**config.mk**
```make
export PLATFORM = sky130hd
export DESIGN_NAME = reg_sel_decode
export DESIGN_NICKNAME = d
export VERILOG_FILES = /design/src/rtl/regsel_pkg.sv /design/src/rtl/regsel_class_dec.sv /design/src/rtl/regsel_field_mux.sv /design/src/rtl/reg_sel_decode.sv
export SDC_FILE = /design/constraint.sdc
export NUM_CORES = 1
export LEC_CHECK = 0
export BUFFER_PORTS_ARGS = -buffer_cell sky130_fd_sc_hd__buf_2
export CELL_PAD_IN_SITES_DETAIL_PLACEMENT = 2
export CELL_PAD_IN_SITES_GLOBAL_PLACEMENT = 2
export CORE_MARGIN = 5
export CORE_UTILIZATION = 11
export DETAILED_ROUTE_END_ITERATION = 8
export PLACE_DENSITY = 0.95
export SLEW_MARGIN = 20
export SYNTH_ARGS = -nofsm -noshare
export SYNTH_HDL_FRONTEND = slang
export SYNTH_SLANG_ARGS = --single-unit
```
**constraint.sdc**
```tcl
create_clock -name vclk -period 1.8
set_input_delay 0 -clock vclk [all_inputs]
set_output_delay 0 -clock vclk [all_outputs]
set_load 0.05 [all_outputs]
```
**src/rtl/regsel_pkg.sv**
```systemverilog
package regsel_pkg;
  localparam int OPC_W = 5;

  localparam logic [OPC_W-1:0] OPC_HALT  = 5'b00000;
  localparam logic [OPC_W-1:0] OPC_LDI   = 5'b00001;
  localparam logic [OPC_W-1:0] OPC_ANDI  = 5'b00010;
  localparam logic [OPC_W-1:0] OPC_ADDI  = 5'b00011;
  localparam logic [OPC_W-1:0] OPC_IN    = 5'b01000;
  localparam logic [OPC_W-1:0] OPC_OUT   = 5'b01001;
  localparam logic [OPC_W-1:0] OPC_LOAD  = 5'b01100;
  localparam logic [OPC_W-1:0] OPC_STORE = 5'b01101;
  localparam logic [OPC_W-1:0] OPC_CALL  = 5'b01110;
  localparam logic [OPC_W-1:0] OPC_BRA   = 5'b01111;
  localparam logic [OPC_W-1:0] OPC_UNA_LO = 5'b10000;
  localparam logic [OPC_W-1:0] OPC_UNA_HI = 5'b10100;
  localparam logic [OPC_W-1:0] OPC_BIN_LO = 5'b10101;
  localparam logic [OPC_W-1:0] OPC_BIN_HI = 5'b11001;

  typedef struct packed {
    logic rd1;
    logic rd2;
    logic wr;
    logic bad;
  } port_use_t;
endpackage

```
**src/rtl/regsel_class_dec.sv**
```systemverilog
module regsel_class_dec
  import regsel_pkg::*;
(
  input  logic [OPC_W-1:0] opc_i,
  output port_use_t        use_o,
  output logic             store_o
);
  always_comb begin
    use_o = '0;
    unique case (opc_i)
      OPC_HALT:                      use_o = '0;
      OPC_LDI, OPC_IN:               use_o.wr  = 1'b1;
      OPC_ANDI, OPC_ADDI, OPC_LOAD: begin
        use_o.rd2 = 1'b1;
        use_o.wr  = 1'b1;
      end
      OPC_OUT, OPC_CALL, OPC_BRA:    use_o.rd2 = 1'b1;
      OPC_STORE: begin
        use_o.rd1 = 1'b1;
        use_o.rd2 = 1'b1;
      end
      default: begin
        if (opc_i >= OPC_UNA_LO && opc_i <= OPC_UNA_HI) begin
          use_o.rd2 = 1'b1;
          use_o.wr  = 1'b1;
        end else if (opc_i >= OPC_BIN_LO && opc_i <= OPC_BIN_HI) begin
          use_o.rd1 = 1'b1;
          use_o.rd2 = 1'b1;
          use_o.wr  = 1'b1;
        end else begin
          use_o.bad = 1'b1;
        end
      end
    endcase
  end

  assign store_o = (opc_i == OPC_STORE);
endmodule

```
**src/rtl/regsel_field_mux.sv**
```systemverilog
module regsel_field_mux #(
  parameter int SEL_W = 3
) (
  input  logic             store_i,
  input  logic [SEL_W-1:0] upper_i,
  input  logic [SEL_W-1:0] lower_i,
  output logic [SEL_W-1:0] sel_o
);
  assign sel_o = store_i ? upper_i : lower_i;
endmodule

```
**src/rtl/reg_sel_decode.sv**
```systemverilog
module reg_sel_decode
  import regsel_pkg::*;
#(
  parameter int INSTR_W = 32,
  parameter int SEL_W   = 3
) (
  input  logic [INSTR_W-1:0] instr_i,
  output logic [SEL_W-1:0]   rd1_sel_o,
  output logic [SEL_W-1:0]   rd2_sel_o,
  output logic [SEL_W-1:0]   wr_sel_o,
  output logic               rd1_en_o,
  output logic               rd2_en_o,
  output logic               wr_en_o,
  output logic               bad_op_o
);
  localparam int OPC_LSB  = INSTR_W - OPC_W;
  localparam int IBIT     = OPC_LSB - 1;
  localparam int NFIELD   = 3;
  localparam int FLD0_LSB = IBIT - SEL_W;
  localparam int LOW_W    = FLD0_LSB - (NFIELD - 1) * SEL_W;

  logic [SEL_W-1:0] fld [NFIELD];
  port_use_t        use_w;
  logic             store_w;
  logic             unused_bits;

  for (genvar k = 0; k < NFIELD; k++) begin : g_tap
    assign fld[k] = instr_i[FLD0_LSB - k*SEL_W +: SEL_W];
  end

  assign unused_bits = ^{instr_i[IBIT], instr_i[LOW_W-1:0]};

  regsel_class_dec u_class (
    .opc_i   (instr_i[INSTR_W-1 -: OPC_W]),
    .use_o   (use_w),
    .store_o (store_w)
  );

  regsel_field_mux #(.SEL_W(SEL_W)) u_rd1_mux (
    .store_i (store_w),
    .upper_i (fld[0]),
    .lower_i (fld[2]),
    .sel_o   (rd1_sel_o)
  );

  assign wr_sel_o  = fld[0];
  assign rd2_sel_o = fld[1];
  assign rd1_en_o  = use_w.rd1;
  assign rd2_en_o  = use_w.rd2;
  assign wr_en_o   = use_w.wr;
  assign bad_op_o  = use_w.bad;
endmodule

```
## Yosys cells after proc, flatten, opt, wreduce, memory -nomap -nowiden

Index checks and enable logic that the tools add are counted.

- Bits of input ports: 32
- Flip-flop bits (word level): 0
- Output and inout bits: 13
- Word-level logic and storage cells: 32

- Equal/unequal tests: 9
- Mux-type cells: 10
- Reduce and logical (&&, ||, !) cells: 9
- Order comparisons: 4

Operators by type and width:

| operator | count |
|---|---|
| 5-bit by 4-bit equality test with 1-bit output (second input constant) | 6 |
| 5-bit by 2-bit equality test with 1-bit output (second input constant) | 2 |
| 5-bit greater-or-equal comparator (second input constant) | 2 |
| 5-bit <= comparator (second input constant) | 2 |
| 10-bit OR reduction | 1 |
| 5-bit OR reduction | 2 |
| 9-bit OR reduction | 1 |
| 7-bit OR reduction | 1 |
| 3-bit two-way mux | 2 |
| 1-bit one-hot mux with 2 select lines | 3 |
| 5-bit by 1-bit equality test with 1-bit output (second input constant) | 1 |
| 5-bit zero test | 1 |
| 1-bit two-way mux | 4 |
| 3-bit OR reduction | 1 |
| 1-bit logical AND | 2 |
| 2-bit two-way mux | 1 |

## Depth between registers and ports, before layout

Gate-level depths: netlist (run 1).

- Depth after elaboration: 5
- Gate-level depth with buffers: 3
- Mapped depth without buffers: 3

## Modules after synthesis

Synthesis (run 1) repeated with hierarchy kept, for this count alone.

- Cells, all modules: 30
- Area, all modules: 206.4 sq um

By module, submodules not included:

| module | instances | cells each | area each (sq um) | sequential area each (sq um) |
|---|---|---|---|---|
| regsel_class_dec | 1 | 21 | 127.6 | 0.0 |
| reg_sel_decode | 1 | 6 | 45.0 | 0.0 |
| regsel_field_mux | 1 | 3 | 33.8 | 0.0 |

## Least setup slack after synthesis (run 1)

OpenSTA, ideal clock, no wires.

- Path type: input-to-output
- Start point: input port instr_i[30]
- End point: output port bad_op_o
- Required time: 1.800 ns
- Buffers on the path: 0
- Data arrival time: 1.228 ns
- Stages: 2
- Path slack: 0.572 ns
- Path through: nand2b_1 o21ai_0

- Cells in the longest elaborated chain, start to end: 5
- Elaborated cells between the ends (all ways): 20
- Those cells by class: order compare (4); eq/ne (9); mux (3); reduce/logical (4)

RTL lines:

| element | RTL line | source |
|---|---|---|
| start, declared | reg_sel_decode.sv:7 | `input logic [INSTR_W-1:0] instr_i,` |
| 5-bit greater-or-equal comparator / 5-bit <= comparator (equally long branches) | regsel_class_dec.sv:26 | `end else if (opc_i >= OPC_BIN_LO && opc_i <= OPC_BIN_HI) begin` |
| 1-bit logical AND | regsel_class_dec.sv:26 |  |
| 1-bit two-way mux | regsel_class_dec.sv:26 |  |
| 1-bit two-way mux | regsel_class_dec.sv:23 | `if (opc_i >= OPC_UNA_LO && opc_i <= OPC_UNA_HI) begin` |
| 1-bit two-way mux (*) | regsel_class_dec.sv:10 | `unique case (opc_i)` |
| end, declared | reg_sel_decode.sv:14 | `output logic bad_op_o` |

Mark *: on every way between the ends. The rest lies on a longest branch, timed or not.

## Worst setup path in the final report (run 1)

- Start point: input port instr_i[28]
- End point: output port rd1_sel_o[1]

- Cells in the longest elaborated chain, start to end: 2

RTL lines:

| element | RTL line | source |
|---|---|---|
| 5-bit by 4-bit equality test with 1-bit output | regsel_class_dec.sv:37 | `assign store_o = (opc_i == OPC_STORE);` |
| 3-bit two-way mux | regsel_field_mux.sv:9 | `assign sel_o = store_i ? upper_i : lower_i;` |
| end, declared | reg_sel_decode.sv:8 | `output logic [SEL_W-1:0] rd1_sel_o,` |

No other way between the ends.

==> results.yml, run 1 <==
run_status:
  status: "complete, no violations"
place:
  gp_congestion: 0.610
  io_buffer_count: 21
  dp_hpwl_um: 741
  dpl_cell_area_um2: 324
synthesis:
  avgSynthCellArea_um2: 7.67
  syn_inst: 30
  synth_area_leaders: "buf_4 20%, mux2_4 20%, mux2i_1 8.7%"
  yosysWarningCount: 0
  ys_types: 14
  syn_area_um2: 230
  synth_fp_nets: 62
  yosysTopAreaCell: "buf_4"
  yosys.area.top_type_share: 0.196
  yosysSeqAreaShare: 0
route:
  routedWlPerCell_um: 10.9
  viasPerCell: 3.50
  dr.pass1.iters: 2
  drc: 0
  drt_iter0_drc: 1
  antenna_left: 0
  vias: 252
  routed_wl_um: 788
global_routing:
  grt_pass1_wl_mm: 1.26
  grtUsageTotal: 0.0476
  gr-usage-met2: 0.103
  grt_util_met3: 0.0139
  grt.busiest_layer: "met2"
  grt_max_degree: 9
  grt_pass1_vias: 277
  grt.overflow.total: 0
  antenna_found_initial: 0
  grtUsageMet1: 0.0449
critical_path:
  max_stage_delay_ns: 0.31
  setup.worst_path.class: "primary input to output port"
  cp_slowest_cell: "mux2_4"
  worst-path-max-fanout: 6
  crit_buf_inv: 2
  worstSetupStartpointType: "primary input"
  worstPathArrival_ns: 1.00
  required_ns: 1.80
  crit_path_end_kind: "output port"
  cp_common_cell: "buf_2"
  cp_top_family: "simple AND/OR/NAND/NOR gates"
  cp_cell_sequence: "buf_2 -> and2b_1 -> nand3_4 -> mux2_4 -> buf_2"
cts:
  cts_resized: 0
  cts_hold_buffers: 0
  cts_setup_buffers: 0
die:
  die_w_um: 55.8
  placementRows: 16
  die_area_mm2: 0.00311
  core_mm2: 0.00198
  ios: 45
  die_height_um: 55.8
  start_util: 0.116
sta:
  tightest_slew_ns: 0.264
  finalHoldViolations: 0
  fin_crit_ns: 0.999
  timing.final.crit_share: 0.555
  rsz0062_at_grt: "no"
  setup_viol: 0
  tns_ns: 0
  slew_headroom: 0.825
  fmax_ghz: 1.00
  maxSlewViolCount: 0
job:
  max_cap_violations: 0
power_and_ir_drop:
  p_leak_nw: 0.175
  p_per_area_mw_per_mm2: 379
  peakVddDrop_mv: 0.0568
hold_path:
  hold_path_class: "primary input to output port"
cells_and_area:
  drive_gt1_frac: 0.600
  area_growth_syn_to_layout_pct: 40.8
  final_nets: 79
  clock_buffer_count: 0
  fillers: 242
  multi_input_area_um2: 181
  design_area_um2: 324
  num_antenna_cells: 0
  final_util: 0.164
  register_area_um2: 0
  seq_cell_count: 0
[layout make-up]
cell class	count	share of cell area
well taps	27	0.104
repair buffers	21	0.324
inverters	1	0.0116
multi-input cells	23	0.560
[metal layers]
layer | vias to the layer above | share of wire
met5 | - | 0
met4 | 0 | 0
met3 | 0 | 0.066
met2 | 7 | 0.57
met1 | 117 | 0.37
li1 | 128 | -
[synth_stat cells]
| master | n |
|---|---|
| mux2i_1 | 2 |
| inv_1 | 1 |
| nand3_4 | 1 |
| nand2_1 | 5 |
| nor2_1 | 3 |
| mux2_2 | 1 |
| mux2_4 | 3 |
| nand2b_1 | 1 |
| and2b_1 | 1 |
| a32o_1 | 1 |
| nor2b_4 | 1 |
| o21ai_0 | 3 |
| nand3_1 | 1 |
| buf_4 | 6 |
[per-stage QoR]
| stage | std cells | power (mW) | setup WS (ns) | hold WS [ns] |
|---|---|---|---|---|
| 6_report | 72 | 0.123 | 0.801 | 0.0000220 |
| 5_1_grt | 72 | 0.131 | 0.754 | 0.0000790 |
| 4_1_cts | 72 | 0.125 | 0.788 | 0.000370 |
| 3_5_place_dp | 72 | 0.125 | 0.789 | 0.000370 |
| 3_3_place_gp | 72 | 0.121 | 0.793 | 0.000370 |
| 2_1_floorplan | 30 | 0.108 | 0.572 | 0.167 |
[path summary, 6_finish.rpt]
kind,cells after the start,endpoint,from
hold / removal,0,rd2_sel_o[0],instr_i[20]
setup / recovery,5,rd1_sel_o[1],instr_i[28]
[layout by cell type (no fill, tap or decap)]
master	n
and2b_1	1
o21ai_0	3
nand2_1	5
mux2_4	3
nand2b_1	1
mux2_2	1
a32o_1	1
nor2b_4	1
nand3_4	1
nand3_1	1
mux2i_1	2
buf_2	21
nor2_1	3
inv_1	1
[power by group]
| group | total, mW | switching, mW | internal (mW) |
|---|---|---|---|
| registers | 0 | 0 | 0 |
| clock network | 0 | 0 | 0 |
| logic | 0.123 | 0.0863 | 0.0364 |
[kinds of logic (layout without fill, tap and decap cells)]
group	count (synthesis)	in the layout	share of synthesized area
buffers and inverters	7	22	0.212
AOI/OAI and AO/OA	4	4	0.109
and+or+nand+nor	13	13	0.348
muxes	6	6	0.332
No activity file was read; power rests on OpenSTA's default activity.
==> run 2, diff against run 1 <==
- CORE_UTILIZATION: 11 -> 10
- PLACE_DENSITY: 0.95 -> 0.93
- clock period: 1.8 -> 0.85 ns (I/O delays scaled with it)
==> results.yml, run 2 (synthesized netlist as in run 1, its figures left out) <==
global_routing:
  grt_max_degree: 9
  grt_pass1_vias: 313
  grt.overflow.total: 0
  grtUsageTotal: 0.0496
  grt_pass1_wl_mm: 1.35
  antenna_found_initial: 0
route:
  dr.pass1.iters: 1
  routedWlPerCell_um: 11.8
  vias: 291
  drt_iter0_drc: 0
  drc: 0
  antenna_left: 0
  viasPerCell: 3.73
  routed_wl_um: 920
sta:
  fmax_ghz: 1.11
  fin_ws_ns: -0.0506
  timing.final.crit_share: 1.06
  finalHoldViolations: 0
  fin_crit_ns: 0.901
  tightest_slew_ns: 0.251
  slew_headroom: 0.834
  setup_viol: 3
  maxSlewViolCount: 0
  rsz0062_at_grt: "yes"
critical_path:
  worstSetupStartpointType: "primary input"
  worstPathArrival_ns: 0.90
  worst-path-max-fanout: 3
  setup.worst_path.class: "primary input to output port"
  crit_path_end_kind: "output port"
  required_ns: 0.85
power_and_ir_drop:
  p_leak_nw: 0.216
  power.switching_uw: 197
  peakVddDrop_mv: 0.147
  p_comb_frac: 1.000
  power_frac_seq: 0
  p_clk_frac: 0
  p_per_area_mw_per_mm2: 761
  swShare: 0.612
  intPower_uw: 125
cells_and_area:
  num_antenna_cells: 0
  register_area_um2: 0
  final_nets: 84
  final_util: 0.191
  most-common-layout-cells: "12 x buf_2, 9 x buf_4, 5 x nand2_1"
  drive_gt1_frac: 0.720
  area_growth_syn_to_layout_pct: 83.7
  layout.cells.most_common: "buf_2"
  seq_cell_count: 0
  clock_buffer_count: 0
die:
  core_mm2: 0.00221
  start_util: 0.104
  die_w_um: 58.0
  die_area_mm2: 0.00336
  die_height_um: 58.0
  ios: 45
  placementRows: 17
job:
  max_cap_violations: 0
run_status:
  status: "finished, violations left"
  violations: "negative setup slack"
cts:
  cts_hold_buffers: 0
hold_path:
  hold_path_class: "primary input to output port"
place:
  io_buffer_count: 21
  place_ws_ns: -0.159
  gp_congestion: 0.701
[run 2: cell types whose count changed in the layout (fill, tap and decap cells not counted), sizes merged]
cell | before | now
buf | 21 | 26
[run 2: critical path: stages]
cell and delay (ns):
buf_6 0.09, and2b_2 0.24, nand3_4 0.10, mux2_4 0.32
buf_8 0.15
[run 2: path summary, 6_finish.rpt]
kind,startpoint,to,slack [ns],cells past startpoint
setup / recovery,instr_i[28],rd1_sel_o[2],-0.05,5
hold / removal,instr_i[22],rd2_sel_o[2],0.0004,0
[run 2: cell type report]
type	count	area (um2)
Fill cell	275	1790
Inverter	1	3.75
Multi-Input combinational cell	23	196
Tap cell	28	35.0
Timing Repair Buffer	26	188
[run 2: routing by layer]
| metal | vias up | track usage | part of all wire |
|---|---|---|---|
| met3 | 0 | 0.0111 | 0.11 |
| met2 | 18 | 0.123 | 0.56 |
| met4 | 0 | 0 | 0 |
| li1 | 139 | - | - |
| met1 | 134 | 0.0367 | 0.33 |
| met5 | - | 0 | 0 |
[run 2: what timing repair did]
action	CTS	global route
cloned	0	0
setup endpoints to repair	7	5
pin swaps	1	0
buffers inserted	0	0
gates resized for setup	15	4
[run 2: stage by stage]
step           TNS [ns]  cell area (um2)  power, mW  instances  hold WS, ns
5_1_grt          -0.226              423      0.338         78     0.000286
3_3_place_gp     -0.461              367      0.277         78     0.000370
4_1_cts          -0.178              414      0.317         78     0.000370
2_1_floorplan         0              234      0.231         30        0.162
6_report         -0.144              423      0.322         78     0.000416
3_5_place_dp     -0.693              367      0.285         78     0.000370
[run 2: power groups by stage]
stage                     sequential [mW]  combinational [mW]  clock, mW
after floorplan                         0               0.231          0
after global placement                  0               0.277          0
after detailed placement                0               0.285          0
after CTS                               0               0.317          0
after global routing                    0               0.338          0
final                                   0               0.322          0
